--- config.mk ---
export PLATFORM = sky130hd
export DESIGN_NAME = cache_ctl_mon
export DESIGN_NICKNAME = d
export VERILOG_FILES = /design/src/rtl/cache_ctl_pkg.sv /design/src/rtl/cache_inval_seq.sv /design/src/rtl/cache_evt_counter.sv /design/src/rtl/cache_mon_bank.sv /design/src/rtl/cache_ctl_mon.sv
export SDC_FILE = /design/constraint.sdc
export NUM_CORES = 1
export LEC_CHECK = 0
export ABC_AREA = 1
export BUFFER_PORTS_ARGS = -buffer_cell sky130_fd_sc_hd__buf_2
export CAP_MARGIN = 30
export CORE_MARGIN = 2
export CORE_UTILIZATION = 50
export DETAILED_ROUTE_END_ITERATION = 6
export HOLD_SLACK_MARGIN = 0.05
export PLACE_DENSITY = 0.68
export RECOVER_POWER = 50
export SYNTH_ARGS = -nofsm -noshare
export SYNTH_HDL_FRONTEND = slang
export SYNTH_SLANG_ARGS = --single-unit
--- constraint.sdc ---
create_clock -name clk -period 2.4 [get_ports clk]
set_clock_uncertainty 0.1 [all_clocks]
set_input_delay 0.48 -clock clk [delete_from_list [all_inputs] [get_ports clk]]
set_output_delay 0.48 -clock clk [all_outputs]
set_load 0.1 [all_outputs]
--- src/rtl/cache_ctl_pkg.sv ---
package cache_ctl_pkg;
  localparam int NUM_MON = 4;

  typedef enum logic { SW_IDLE = 1'b0, SW_RUN = 1'b1 } sweep_state_t;
endpackage

--- src/rtl/cache_inval_seq.sv ---
module cache_inval_seq
  import cache_ctl_pkg::*;
#(
  parameter int LINES = 256,
  localparam int IDX_W = (LINES > 1) ? $clog2(LINES) : 1
) (
  input  logic             clk,
  input  logic             rst_n,
  input  logic             start,
  output logic             busy,
  output logic [IDX_W-1:0] idx
);
  localparam logic [IDX_W-1:0] LAST_IDX = IDX_W'(LINES - 1);

  sweep_state_t     state_q;
  logic [IDX_W-1:0] idx_q;

  always_ff @(posedge clk) begin
    if (!rst_n) begin
      state_q <= SW_IDLE;
      idx_q   <= '0;
    end else if (start) begin
      state_q <= SW_RUN;
      idx_q   <= '0;
    end else if (state_q == SW_RUN) begin
      if (idx_q == LAST_IDX) begin
        state_q <= SW_IDLE;
        idx_q   <= '0;
      end else begin
        idx_q <= idx_q + 1'b1;
      end
    end
  end

  assign busy = (state_q == SW_RUN);
  assign idx  = idx_q;
endmodule

--- src/rtl/cache_evt_counter.sv ---
module cache_evt_counter #(
  parameter int CNT_W = 32
) (
  input  logic             clk,
  input  logic             rst_n,
  input  logic             clr,
  input  logic             en,
  input  logic             evt,
  output logic [CNT_W-1:0] count
);
  localparam logic [CNT_W-1:0] CNT_MAX = {CNT_W{1'b1}};

  logic [CNT_W-1:0] count_q;
  logic             bump;

  assign bump = en && evt && (count_q != CNT_MAX);

  always_ff @(posedge clk) begin
    if (!rst_n)    count_q <= '0;
    else if (clr)  count_q <= '0;
    else if (bump) count_q <= count_q + 1'b1;
  end

  assign count = count_q;
endmodule

--- src/rtl/cache_mon_bank.sv ---
module cache_mon_bank
  import cache_ctl_pkg::*;
#(
  parameter int CNT_W = 32,
  parameter int NUM   = NUM_MON,
  localparam int BUS_W = NUM * CNT_W
) (
  input  logic             clk,
  input  logic             rst_n,
  input  logic             clr,
  input  logic             en,
  input  logic [NUM-1:0]   evt,
  output logic [BUS_W-1:0] counts
);
  for (genvar k = 0; k < NUM; k++) begin : g_cnt
    cache_evt_counter #(.CNT_W(CNT_W)) u_cnt (
      .clk   (clk),
      .rst_n (rst_n),
      .clr   (clr),
      .en    (en),
      .evt   (evt[k]),
      .count (counts[k*CNT_W +: CNT_W])
    );
  end
endmodule

--- src/rtl/cache_ctl_mon.sv ---
module cache_ctl_mon
  import cache_ctl_pkg::*;
#(
  parameter int LINES = 256,
  parameter int CNT_W = 32,
  localparam int IDX_W = (LINES > 1) ? $clog2(LINES) : 1,
  localparam int BUS_W = NUM_MON * CNT_W
) (
  input  logic               clk,
  input  logic               rst_n,
  input  logic               cache_en,
  input  logic               mon_en,
  input  logic               inval_wr,
  input  logic               stat_clr_wr,
  input  logic [NUM_MON-1:0] dmon_evt,
  input  logic [NUM_MON-1:0] imon_evt,
  output logic               cache_ready,
  output logic               inval_busy,
  output logic               line_clr_valid,
  output logic [IDX_W-1:0]   line_clr_idx,
  output logic [BUS_W-1:0]   dmon_cnt,
  output logic [BUS_W-1:0]   imon_cnt
);
  logic sweep_busy;

  cache_inval_seq #(.LINES(LINES)) u_seq (
    .clk   (clk),
    .rst_n (rst_n),
    .start (inval_wr),
    .busy  (sweep_busy),
    .idx   (line_clr_idx)
  );

  cache_mon_bank #(.CNT_W(CNT_W), .NUM(NUM_MON)) u_dmon (
    .clk    (clk),
    .rst_n  (rst_n),
    .clr    (stat_clr_wr),
    .en     (mon_en),
    .evt    (dmon_evt),
    .counts (dmon_cnt)
  );

  cache_mon_bank #(.CNT_W(CNT_W), .NUM(NUM_MON)) u_imon (
    .clk    (clk),
    .rst_n  (rst_n),
    .clr    (stat_clr_wr),
    .en     (mon_en),
    .evt    (imon_evt),
    .counts (imon_cnt)
  );

  assign inval_busy     = sweep_busy;
  assign line_clr_valid = sweep_busy;
  assign cache_ready    = cache_en && !sweep_busy;
endmodule

==> run summary <==
Outcome = finished, final reports clean
Die Footprint = 33640 µm²
CTS max path bufs = 3
Largest net degree at the start of global routing = 80
Largest stage delay, worst path = 0.39 ns
Cts repair resizes = 0
Tightest Pin Transition = 0.9175 ns
DR vias = 17570
Hold Crit Depth = 3
Fmax = 456.4 MHz
Share of layout cells above drive strength 1 = 16.09%
Crit share post-route = 91.30%
Fin. Hold Viols = 0
Final critical-path required period = 2.191 ns
Worst setup margin = 0.2088 ns
Input/output buffers = 280
Number of synthesized flops with an enable pin = 0
Syn Area/Cell = 6.048 µm²
Area grow syn2layout = 17.61%
Setup CP Type = flop to flop
CP delay by family, top = simple AND/OR/NAND/NOR gates
Clock transition at path regs = 0.05 ns
Worst-skew pair later-pin latency = 0.51 ns
Worst slack, placed = 0.1064 ns
Final wirelength = 46840 µm
CP cell instances = ha_1 -> nand3_1 -> inv_1 -> nand2_1 -> nor2_8 -> nand2_1 -> nand2_4 -> inv_2 -> nand2_1 -> a21oi_1
Slew HR = 38.74%
Wirelength per Cell = 13.94 µm
CP endpoint kind = flop
Die Y = 183.4 µm
Final setup viols = 0
CP bufs+invs = 2
Rows = 65
RD Place Congestion = 0.9371
Setup TNS Final = 0 ns
Unique masters post-synth = 35
Number of clock sinks = 265
Ys async rst share = 0%
Dpl hpwl = 34920 µm
YS warnings = 0
DR DRC count = 0
Leak Pwr = 7.869 nW
PwrDens = 542.2 nW/µm²
Final max-slew violation count = 0
Vias/cell = 5.228
Slowest cell on crit path = dfxtp_2
Synthesized instance count = 2661
GRT overflow = 0
Final #Nets = 2960
Post CTS Setup Buffer Count = 0
Vias in the first global route = 15900
Synthesized flop and latch total = 265
DRT iter0 DRCs = 1070
CTS tree = built
Die W = 183.4 µm
Number of buffers created by CTS = 34
1st-pass router iterations = 6
Root buf cell = clkbuf_16
Global-route wire length before repair = 76430 µm
Worst path required time = 2.65 ns
CP dominant cell by count = nand2_1
Antenna diodes = 0
Syn_nets = 2684
Crit-path max FO = 17
Max-Cap Viols = 0
Antenna violations before repair = 0
Register area share after synthesis = 32.97%
Top_reg_cell synth = dfxtp_1
Min-Delay Path Class = primary input to flop
GRT Util Overall = 27.13%
Unrepaired setup endpoints after global routing = false
Starting density of the core = 50.87%
Layout filler cell count = 3218
H-tree Lvls = 2
Worst Path Arrival = 2.44 ns
Antenna viol nets, final = 0
Startpoint types = flop
Syn Std Cell Area = 16090 µm²
Num ports = 281
CTS Hold Buffers Added = 0
Cells on worst reg2reg path = 10
Core area = 31640 µm²
WP depth = 10
VDD IR max = 0.0004651 V
-- cell usage in the layout, fill, tap and decap left out, types with 6 or more instances in the layout --
cell type  instances
nand2_2           17
xnor2_1           14
clkbuf_1           6
nor3_1            25
o21ai_0           34
clkbuf_8           7
or2_2              7
nand4_1           56
nand3b_1           6
nand3_2           17
nand2_1          776
buf_4             24
dfxtp_1          247
nand3_1          216
nor2_1           630
ha_1               9
a21oi_2           12
a21oi_1          170
clkbuf_16         37
nor2_4            10
clkbuf_2         210
nor2_2            17
and2_1             8
inv_1            250
xor2_1            28
buf_2             71
dfxtp_2           18
-- worst register-to-register path: stages, from the launching register on --
cell	delay, ns
dfxtp_2	0.39
ha_1	0.21
nand3_1	0.15
inv_1	0.13
nand2_1	0.17
nor2_8	0.21
nand2_1	0.16
nand2_4	0.21
inv_2	0.13
nand2_1	0.10
a21oi_1	0.06
-- flip-flops by register name, indices dropped and copies added, names as in the netlist --
name                      cells
u_dmon.g_cnt.u_cnt.count    128
u_imon.g_cnt.u_cnt.count    128
u_seq.busy                    1
u_seq.idx                     8
-- metrics by stage --
step | std cells | total power, mW | hold slack [ns] | utilization, % | instance area, µm²
after global placement | 3303 | 5.076 | 0.3821 | 56.28 | 17800
final | 3361 | 10.26 | 0.1277 | 59.83 | 18930
after global routing | 3361 | 10.57 | 0.1321 | 59.83 | 18930
after floorplan | 2661 | 4.976 | 0.5140 | - | 16120
after CTS | 3361 | 10.38 | 0.1056 | 59.96 | 18970
after detailed placement | 3303 | 5.086 | 0.3850 | 56.28 | 17800
-- cell usage after synthesis, types with 14 or more instances --
cell	n	area, µm²
nand2_2	19	118.9
clkbuf_1	19	71.32
nor2_2	17	106.4
inv_1	250	938.4
xor2_1	28	245.2
nand2_1	773	2902
xnor2_1	14	122.6
a21oi_1	170	850.8
buf_6	24	270.3
nand4_1	56	350.3
nor3_1	25	125.1
dfxtp_1	265	5305
nand3_1	215	1076
o21ai_0	34	170.2
buf_2	20	100.1
nand3_2	18	180.2
nor2_1	628	2357
-- cells by family (layout without fill, tap and decap cells) --
family          Yosys count  in the layout  share of synthesized area (%)
fa+ha+maj                 9              9                         0.6997
simple gates           1800           1800                          47.98
xor+xnor                 42             42                          2.286
flops                   265            265                          32.97
compound gates          221            221                          7.168
buf+inv                 324            622                          8.902
-- worst paths after layout --
path	from	to	slack [ns]
setup / recovery	u_dmon.g_cnt[1].u_cnt.count[1]$_SDFFE_PP0P_	u_dmon.g_cnt[1].u_cnt.count[13]$_SDFFE_PP0P_	0.21
hold / removal	inval_wr	u_seq.busy$_SDFF_PN0_	0.13
setup reg to reg	u_dmon.g_cnt[1].u_cnt.count[1]$_SDFFE_PP0P_	u_dmon.g_cnt[1].u_cnt.count[13]$_SDFFE_PP0P_	0.21
hold reg to reg	u_seq.idx[4]$_SDFFE_PP0P_	u_seq.idx[4]$_SDFFE_PP0P_	0.40
-- power breakdown --
| group | total [mW] | switching [mW] | internal (mW) |
|---|---|---|---|
| clock network | 5.27 | 1.94 | 3.33 |
| logic | 0.531 | 0.422 | 0.109 |
| registers | 4.46 | 0.0346 | 4.42 |
-- per-layer routing --
layer | track usage [%] | vias up | part of all wire, % | wire [µm]
met3 | 5.242 | 85 | 7.8 | 3646
met1 | 36.36 | 7935 | 45 | 21300
met5 | 0 | - | 0 | 0
li1 | - | 8947 | - | -
met2 | 44.14 | 604 | 44 | 20740
met4 | 8.320 | 0 | 2.5 | 1151
-- final cells by class --
class	instances	area [µm²]	area share (%)
inverter	256	960.9	5.077
timing repair buffer	308	1647	8.700
tap	402	503.0	2.657
multi-input combinational	2072	9323	49.26
clock inverter	8	121.4	0.6412
clock buffer	50	1045	5.520
sequential	265	5328	28.15
No activity file was read; power rests on OpenSTA's default activity.
